==> src/rtl/fifo_thr_pkg.sv <==
package fifo_thr_pkg;

  // Registered status bundle shared by flag logic and control logic
  typedef struct packed {
    logic full;
    logic empty;
    logic hi;
    logic lo;
  } fifo_flags_t;

  localparam fifo_flags_t FLAGS_RESET = '{full: 1'b0, empty: 1'b1, hi: 1'b0, lo: 1'b1};

endpackage

==> src/rtl/fifo_thr_ram.sv <==
module fifo_thr_ram #(
  parameter int WIDTH = 8,
  parameter int DEPTH = 16,
  localparam int AW = $clog2(DEPTH)
) (
  input  logic             clk,
  input  logic             rst,
  input  logic             wr_en,
  input  logic [AW-1:0]    wr_addr,
  input  logic [WIDTH-1:0] wr_data,
  input  logic             rd_en,
  input  logic [AW-1:0]    rd_addr,
  output logic [WIDTH-1:0] rd_data
);

  logic [WIDTH-1:0] mem [DEPTH];
  logic [WIDTH-1:0] rd_q;

  // Write port: no reset, so block RAM can be inferred
  always_ff @(posedge clk) begin
    if (wr_en) begin
      mem[wr_addr] <= wr_data;
    end
  end

  // Synchronous read port with an enable; the output register is reset
  always_ff @(posedge clk) begin
    if (rst) begin
      rd_q <= '0;
    end else if (rd_en) begin
      rd_q <= mem[rd_addr];
    end
  end

  assign rd_data = rd_q;

endmodule

==> src/rtl/fifo_thr_flags.sv <==
module fifo_thr_flags
  import fifo_thr_pkg::*;
#(
  parameter int DEPTH = 16,
  localparam int CW = $clog2(DEPTH) + 1
) (
  input  logic          clk,
  input  logic          rst,
  input  logic [CW-1:0] count_nxt,
  output fifo_flags_t   flags
);

  localparam logic [CW-1:0] LVL_FULL = CW'(DEPTH);
  localparam logic [CW-1:0] LVL_HI   = CW'((3 * DEPTH) / 4);
  localparam logic [CW-1:0] LVL_LO   = CW'(DEPTH / 4);

  fifo_flags_t flags_d;
  fifo_flags_t flags_q;

  // Flags decoded from the next occupancy so they line up with the count register
  always_comb begin
    flags_d.full  = (count_nxt == LVL_FULL);
    flags_d.empty = (count_nxt == '0);
    flags_d.hi    = (count_nxt >= LVL_HI);
    flags_d.lo    = (count_nxt <= LVL_LO);
  end

  always_ff @(posedge clk) begin
    if (rst) begin
      flags_q <= FLAGS_RESET;
    end else begin
      flags_q <= flags_d;
    end
  end

  assign flags = flags_q;

endmodule

==> src/rtl/fifo_thr_ctrl.sv <==
module fifo_thr_ctrl #(
  parameter int DEPTH = 16,
  localparam int AW = $clog2(DEPTH),
  localparam int CW = $clog2(DEPTH) + 1
) (
  input  logic          clk,
  input  logic          rst,
  input  logic          push,
  input  logic          pop,
  input  logic          full,
  input  logic          empty,
  output logic          wr_en,
  output logic          rd_en,
  output logic [AW-1:0] wr_addr,
  output logic [AW-1:0] rd_addr,
  output logic [CW-1:0] count_q,
  output logic [CW-1:0] count_nxt,
  output logic          misuse_q
);

  logic [AW-1:0] wptr_q;
  logic [AW-1:0] rptr_q;
  logic [CW-1:0] cnt_q;
  logic          err_q;
  logic          err_d;

  // Accept decisions use the registered flags, not a fresh compare
  assign wr_en = push & ~full;
  assign rd_en = pop & ~empty;
  assign err_d = (push & full) | (pop & empty);

  always_comb begin
    unique case ({wr_en, rd_en})
      2'b10:   count_nxt = cnt_q + CW'(1);
      2'b01:   count_nxt = cnt_q - CW'(1);
      default: count_nxt = cnt_q;
    endcase
  end

  // Pointers wrap naturally because DEPTH is a power of two
  always_ff @(posedge clk) begin
    if (rst) begin
      wptr_q <= '0;
      rptr_q <= '0;
      cnt_q  <= '0;
      err_q  <= 1'b0;
    end else begin
      if (wr_en) wptr_q <= wptr_q + AW'(1);
      if (rd_en) rptr_q <= rptr_q + AW'(1);
      cnt_q <= count_nxt;
      err_q <= err_d;
    end
  end

  assign wr_addr  = wptr_q;
  assign rd_addr  = rptr_q;
  assign count_q  = cnt_q;
  assign misuse_q = err_q;

endmodule

==> src/rtl/sync_fifo_thr.sv <==
module sync_fifo_thr
  import fifo_thr_pkg::*;
#(
  parameter int WIDTH = 8,
  parameter int DEPTH = 16,
  localparam int AW = $clog2(DEPTH),
  localparam int CW = $clog2(DEPTH) + 1
) (
  input  logic             clk,
  input  logic             rst,
  input  logic             push,
  input  logic             pop,
  input  logic [WIDTH-1:0] wr_data,
  output logic [WIDTH-1:0] rd_data,
  output logic             is_full,
  output logic             is_empty,
  output logic             near_full,
  output logic             near_empty,
  output logic             misuse,
  output logic [CW-1:0]    level
);

  logic          wr_en;
  logic          rd_en;
  logic [AW-1:0] wr_addr;
  logic [AW-1:0] rd_addr;
  logic [CW-1:0] count_nxt;
  fifo_flags_t   flags;

  fifo_thr_ctrl #(.DEPTH(DEPTH)) u_ctrl (
    .clk       (clk),
    .rst       (rst),
    .push      (push),
    .pop       (pop),
    .full      (flags.full),
    .empty     (flags.empty),
    .wr_en     (wr_en),
    .rd_en     (rd_en),
    .wr_addr   (wr_addr),
    .rd_addr   (rd_addr),
    .count_q   (level),
    .count_nxt (count_nxt),
    .misuse_q  (misuse)
  );

  fifo_thr_flags #(.DEPTH(DEPTH)) u_flags (
    .clk       (clk),
    .rst       (rst),
    .count_nxt (count_nxt),
    .flags     (flags)
  );

  fifo_thr_ram #(.WIDTH(WIDTH), .DEPTH(DEPTH)) u_ram (
    .clk     (clk),
    .rst     (rst),
    .wr_en   (wr_en),
    .wr_addr (wr_addr),
    .wr_data (wr_data),
    .rd_en   (rd_en),
    .rd_addr (rd_addr),
    .rd_data (rd_data)
  );

  assign is_full    = flags.full;
  assign is_empty   = flags.empty;
  assign near_full  = flags.hi;
  assign near_empty = flags.lo;

endmodule

==> config.mk <==
export PLATFORM = sky130hd
export DESIGN_NAME = sync_fifo_thr
export DESIGN_NICKNAME = d
export VERILOG_FILES = /design/src/rtl/fifo_thr_pkg.sv /design/src/rtl/fifo_thr_ram.sv /design/src/rtl/fifo_thr_flags.sv /design/src/rtl/fifo_thr_ctrl.sv /design/src/rtl/sync_fifo_thr.sv
export SDC_FILE = /design/constraint.sdc
export NUM_CORES = 1
export LEC_CHECK = 0
export BUFFER_PORTS_ARGS = -buffer_cell sky130_fd_sc_hd__buf_2
export CAP_MARGIN = 15
export CORE_MARGIN = 2
export CORE_UTILIZATION = 60
export DETAILED_ROUTE_END_ITERATION = 10
export GPL_ROUTABILITY_DRIVEN = 0
export GPL_TIMING_DRIVEN = 1
export PLACE_DENSITY = 0.88
export SLEW_MARGIN = 20
export SYNTH_ARGS = -nofsm -noshare
export SYNTH_HDL_FRONTEND = slang
export SYNTH_HIERARCHICAL = 1
export SYNTH_SLANG_ARGS = --single-unit
export TNS_END_PERCENT = 50
==> constraint.sdc <==
create_clock -name clk -period 4.95 [get_ports clk]
set_clock_uncertainty 0.15 [all_clocks]
set_input_delay 0.7425 -clock clk [delete_from_list [all_inputs] [get_ports clk]]
set_output_delay 0.7425 -clock clk [all_outputs]
set_load 0.02 [all_outputs]
# After elaboration in Yosys (flattened, before gate mapping)
# Memory sizes are Yosys's and may differ from the RTL's. A register that Yosys moved wholly into a read port is not among the register bits.
# Index checks and enable logic that the tools add are counted.
# word_totals
register_bits	18
wordCells	29
inputBits	12
ram_bits	128
output_inout_bits	18
mem_count	1
# classes
n_eq_ne	3
n_addsub	4
order_cmp	2
muxes	3
reduce_logical	1
bitwise_logic	7
# mem_list
name	words	word_bits	read_ports	rd_ports_with_merged_regs	write_ports	line_no	source
u_ram.mem	16	8	1	1	1	fifo_thr_ram.sv:16	logic [WIDTH-1:0] mem [DEPTH];
# ops
cell	count
one-hot mux 5 bit (2 select lines)	1
adder 4 x 1 -> 4 bit (second input constant)	2
adder 5 x 1 -> 5 bit (second input constant)	1
== test 5 bit (second input constant)	1
greater-or-equal comparator 5 x 4 -> 1 bit (second input constant)	1
less-or-equal comparator 5 x 3 -> 1 bit (second input constant)	1
logical NOT 5 bit	1
subtractor 5 x 1 -> 5 bit (second input constant)	1
bitwise AND 1 bit	4
== test 2 x 1 -> 1 bit (second input constant)	1
== test 2 bit (second input constant)	1
two-way mux 1 bit	2
inverter 1 bit	2
OR 1 bit	1

# Longest topological paths before layout
# logic_depth
ltp_word	5
ltp_mapped	12
depth_no_buf	11

# By module
# The synthesis kept the hierarchy.
# modules_own_cells
mod	seq_area_each_um2	instances	cells_per_inst	area_per_inst_um2
fifo_thr_ram	4003.8	1	316	5343.9
fifo_thr_ctrl	280.3	1	85	774.5
fifo_thr_flags	80.1	1	12	136.4

# Worst setup path before layout
# OpenSTA, ideal clock, no wires.
# synth_timing
path_kind	input -> register
start	in pop
end	reg u_flags.flags_q (netlist bit u_flags/flags[3])
t_arrival_ps	2542
n_path_buf	1
path_slack_ps	2186
cell_stages	12
cell_sequence	nand2b_4 buf_6 clkinv_4 nand2_4 xnor2_1 ha_1 a21oi_1 a21boi_1 nor3_1 xor2_1 or4_4 nor3b_2
# synth_via
elab_chain_len	4
# synth_rtl
item	line_no	source
start: declaration	sync_fifo_thr.sv:12	input logic pop,
bitwise AND 1 bit *	fifo_thr_ctrl.sv:29	assign rd_en = pop & ~empty;
net rd_en	sync_fifo_thr.sv:24	logic rd_en;
== test 2 x 1 -> 1 bit / == test 2 bit (equally long branches)	fifo_thr_ctrl.sv:33	unique case ({wr_en, rd_en})
one-hot mux 5 bit (2 select lines) *	fifo_thr_ctrl.sv:33	
net count_nxt[2]	sync_fifo_thr.sv:27	logic [CW-1:0] count_nxt;
== test 5 bit *	fifo_thr_flags.sv:22	flags_d.full = (count_nxt == LVL_FULL);
end signal: assignment	fifo_thr_flags.sv:32	flags_q <= flags_d;
end: declaration	fifo_thr_flags.sv:18	fifo_flags_t flags_q;
# Mark *: on every way through the listed nets, which the timed path passes. The rest lies on a longest branch.
# A chain may end at the register's enable or synchronous reset.

# Worst setup path after layout
# layout_timing
start	reg u_flags.flags_q (netlist bit u_flags/flags[3])
end	mem u_ram.mem[0][5], enable pin
# layout_via
elab_chain_len	4
# layout_rtl
item	line_no	source
inverter 1 bit	fifo_thr_ctrl.sv:28	assign wr_en = push & ~full;
bitwise AND 1 bit	fifo_thr_ctrl.sv:28	
net wr_en	sync_fifo_thr.sv:23	logic wr_en;
two-way mux 1 bit	fifo_thr_ram.sv:21	if (wr_en) begin
two-way mux 1 bit (not written as such)	fifo_thr_ram.sv:22	mem[wr_addr] <= wr_data;
end: declaration	fifo_thr_ram.sv:16	
# The timed path passes the listed nets, and every way through them passes these cells.

==> results <==
- In this run the critical register-to-register path is captured at u_ram/mem[0][5].
- The worst setup path startpoint is u_flags/flags[3].
- The family of cells with the greatest summed delay on the critical path is simple AND/OR/NAND/NOR gates.
- The peak supply drop is 0.263 mV.
- The count of nets left with antenna violations once routing finished came out at 0.
- The total buffers and inverters traversed by the critical path is 1.
- The clock reaches the later pin of the worst-skew pair after 520 ps.
- The share of flip-flops with an asynchronous set or reset after synthesis is 0%.
- The flow ran to the end, and the final reports show no timing, DRC or antenna violations.
- The worst-path maximum fanout is 12.
- The number of global-route vias before repair came to 3643.
- The kind of critical path is reg -> reg.
- The biggest area contributor in the post-synthesis netlist is sky130_fd_sc_hd__edfxtp_1.
- The overall fraction of global-route tracks in use is 23.8%.
- The kind of start point of the critical path is a register.
- The share of power burned in the clock network is 38.5%.
- The simple-gate portion of the synthesized area is 8.76%.
- The static leakage is 2.31 nW.
- The area growth from synthesis to layout is 12.5%.
- Setup repair after global routing left no endpoint under its margin.
- In this run the critical register-to-register path is launched from u_flags/flags[3].
- The floorplan die width is 106 µm.
- The cell count after synthesis is 413.
- In this run the tool buffered the top-level ports with 29 buffer cells.
- Sequential cells burn 48.6% of the power.
- Summing the areas of all fa, ha and maj instances in the mapped netlist gives 0.800% of the synthesized area.
- The count of final hold-check violations was 0.
- The layout net count is 465.
- Once the floorplan was initialized, standard cells occupied 61.1% of the core.
- STA classifies the critical path endpoint as a register.
- The part of the Yosys area used for sequential elements is 69.8%.
- The number of nets in the synthesized netlist is 429.
- The maximum number of pins on one net before global-route repair is 67.
- Static timing analysis puts the maximum clock frequency at 0.359 GHz.
- The die covers 11300 µm².
- The register-to-register setup slack is 2160 ps.
- Internal power comes to 2.35 mW.
- Counting the fill cells in the layout gives 658.
- The final cycle utilization of the critical path is 56.3%.
- The number of pins exceeding their max-slew limit in the final report was 0.
- For the pin with the worst max-slew slack, the measured transition is 1080 ps.
- The type of the worst min-delay path is reg -> reg.
- The startpoint identified for the worst hold timing path is u_ram/rd_data[5].
- For this run, the slowest stage of the critical path takes 840 ps.
- Once the clock tree was built, the resizer swapped 0 gates to a different size.
- The worst path in the final design needs a cycle of 2790 ps, including I/O delays and setup.
- The TritonCTS clock tree is done.
- The cell total after placement is 565.
- The first global-routing pass estimated 19.6 mm of wire.
- The total half-perimeter wirelength after legalization and detailed placement is 7.73 mm.
- The critical path ends at u_ram/mem[0][5].
- The number of CTS-inserted buffers is 17.
- The post-CTS repair timing setup buffer count is 0.
- The compound-cell area share of the yosys netlist is 5.50%.
- The clock tree buffer depth is 2.
- The mux contribution to synthesized area is 10.6%.
- Yosys attributes the largest share of cell area to sky130_fd_sc_hd__edfxtp_1, sky130_fd_sc_hd__mux2i_1, sky130_fd_sc_hd__dfxtp_1.
- The critical path goes through nand2b_1, inv_2, or3b_2, nor3_1.
- The share of the synthesized area in the top cell type is 61.5%.
- The number of antenna violations at the first check in global routing is 0.
- The area of the core region is 10200 µm².
- Of the total synthesized cell area, the portion taken by XOR and XNOR cells is 1.54%.
- Of the total power, the share spent switching nets is 25.0%.
- The H-tree was split into 4 levels.
- The primary flip-flop cell chosen by synthesis mapping is sky130_fd_sc_hd__edfxtp_1.
- The count of flip-flops with a built-in enable after synthesis is 128.
- The largest family of logic cells by synthesized area is multiplexers.
- The vertical extent of the die is 106 µm.
- The post-detailed-route wirelength per cell is 21.3 µm.
- The final route contains 3659 vias.
- The non-filler instance count after layout is 598.
- The number of design rule violations left after detail routing is 0.
- In this run, the number of DRC markers left after iteration 0 of detailed routing was 369.
- The area of the mapped netlist is 6250 µm².
- The final setup violation count is 0.
- The library cell used as clock root buffer is sky130_fd_sc_hd__clkbuf_8.
- The number of unique standard cell types used by synthesis is 46.
- The final setup TNS is 0 ps.
- For this run, the number of Yosys warnings is 6.
- For this design the total switching power over the nets is 783 µW.
- The remaining global-route overflow is 0.
- For the worst setup path, the data required time is 4930 ps.
- The count of maximum capacitance violations is 0.
- The number of detailed-routing iterations run before antenna repair is 5.
- The average vias per placed instance is 6.12.
- On the critical path, the stage with the largest delay is an instance of sky130_fd_sc_hd__nor3_1.
- Hold repair after CTS inserted 0 buffers.
- For this design the ratio of total power to cell area is 445 nW/µm².
- A synthesized cell averages 15.1 µm².
- The post-route netlist has 16.5% of its cells at a drive strength greater than 1.
- The number of sinks driven by the clock tree is 154.
- The headroom to the max-slew limit is 27.6%.
- Wires add up to 12.8 mm.
- The proportion of power drawn by combinational gates is 12.9%.
- The number of register bits inferred by synthesis is 154.
- The total number of cells along the worst setup path is 4.
- 30 I/O pins were placed.
- The placement row count is 37.
- At the worst endpoint, the arrival time is 2770 ps.
- The path depth of the worst reg2reg path is 4.
- Clock-pin slew was measured on the worst setup and hold paths at 60 ps.
- The number of antenna repair diodes is 0.
-- cells in the final DEF (no fill, tap or decap), drive strengths merged, types with 2 or more instances in the layout --
master,instances
edfxtp,128
mux2i,64
buf,35
dfxtp,26
a22oi,25
nand3,25
nand2,25
nor2,24
clkbuf,22
a21oi,14
xor2,7
nor2b,7
nor3,7
clkinvlp,5
xnor2,4
ha,4
nand2b,4
inv,4
nand3b,3
clkinv,3
o21ai,3
nor3b,3
bufinv,2
or4,2
nand4,2
a31oi,2
mux2,2
-- state kept, by name, indices dropped and copies added, names as in the netlist --
| name | count |
|---|---|
| u_ram/mem | 128 |
| u_ram/rd_data | 8 |
| u_ctrl/count_q | 5 |
| u_ctrl/rd_addr | 4 |
| u_ctrl/wr_addr | 4 |
| u_flags/flags | 4 |
| u_ctrl/misuse_q | 1 |
-- power by group through the flow --
stage	Sequential (mW)	Combinational, mW	Clock, mW
after floorplan	1.58	0.240	0
after global placement	1.55	0.375	0
after detailed placement	1.55	0.395	0
after CTS	1.52	0.398	1.22
after global routing	1.53	0.439	1.27
final	1.52	0.404	1.21
-- logic make-up after synthesis --
logic type               Yosys count
AO/OA/AOI/OAI                     50
XOR/XNOR                          11
flip-flops                       154
multiplexers                      66
AND/OR/NAND/NOR                  106
buffers and inverters             22
adder cells (fa/ha/maj)            4
-- tightest hold or removal path: cells and delay by family (launching register included) --
family / cells / cell delay (ps)
DFF: 1 / 320
and+or+nand+nor: 2 / 110
-- final cells by class --
| type | count | area, µm² | share of cell area (%) |
|---|---|---|---|
| multi-input combinational | 237 | 1710 | 24.3 |
| clock inverter | 10 | 119 | 1.69 |
| inverter | 4 | 20.0 | 0.284 |
| clock buffer | 22 | 443 | 6.29 |
| sequential | 154 | 4370 | 62.1 |
| timing repair buffer | 35 | 210 | 2.99 |
| tap | 136 | 170 | 2.42 |
-- metrics by stage --
stage / worst slack (ps) / hold slack (ps) / power (mW) / util [%] / area (µm²)
final: 2160 / 330 / 3.13 / 68.8 / 7040
after global routing: 1990 / 346 / 3.24 / 68.8 / 7040
after CTS: 2210 / 323 / 3.14 / 68.5 / 7000
after detailed placement: 1770 / 311 / 1.95 / 63.0 / 6440
after global placement: 1900 / 293 / 1.92 / 63.0 / 6440
after floorplan: 2190 / 339 / 1.82 / - / 6250
-- Yosys cell counts (2+ instances only) --
cell,instances
sky130_fd_sc_hd__xnor2_1,4
sky130_fd_sc_hd__nor3_1,7
sky130_fd_sc_hd__a22oi_1,25
sky130_fd_sc_hd__nor2_1,24
sky130_fd_sc_hd__edfxtp_1,128
sky130_fd_sc_hd__mux2i_1,64
sky130_fd_sc_hd__or4_4,2
sky130_fd_sc_hd__nand2_1,24
sky130_fd_sc_hd__xor2_1,7
sky130_fd_sc_hd__a21oi_1,14
sky130_fd_sc_hd__buf_6,3
sky130_fd_sc_hd__buf_2,7
sky130_fd_sc_hd__nand2b_1,3
sky130_fd_sc_hd__buf_12,2
sky130_fd_sc_hd__nand4_1,2
sky130_fd_sc_hd__ha_1,4
sky130_fd_sc_hd__inv_1,2
sky130_fd_sc_hd__buf_8,3
sky130_fd_sc_hd__clkbuf_1,2
sky130_fd_sc_hd__o21ai_1,2
sky130_fd_sc_hd__dfxtp_1,26
sky130_fd_sc_hd__nand3b_1,3
sky130_fd_sc_hd__nor3b_2,2
sky130_fd_sc_hd__nand3_1,25
sky130_fd_sc_hd__nor2b_1,7
-- worst min-delay path by stage --
stage	end	slack [ps]	depth (start not counted)
after global routing	u_ctrl/misuse_q	350	3
after floorplan	u_ctrl/rd_addr[1]	340	2
final	u_ram/rd_data[5]	330	2
after detailed placement	u_ram/rd_data[5]	310	2
after CTS	u_ram/rd_data[5]	320	2
after global placement	u_ram/rd_data[3]	290	2
-- metal layers --
layer | global-route usage (%) | share of wire (%) | vias to the layer above
met5 | 0 | 0 | -
met4 | 11.4 | 2.1 | 0
met3 | 8.15 | 7.0 | 25
met2 | 37.6 | 51 | 166
met1 | 29.4 | 40 | 1823
li1 | - | - | 1645
No activity file was read; power rests on OpenSTA's default activity.
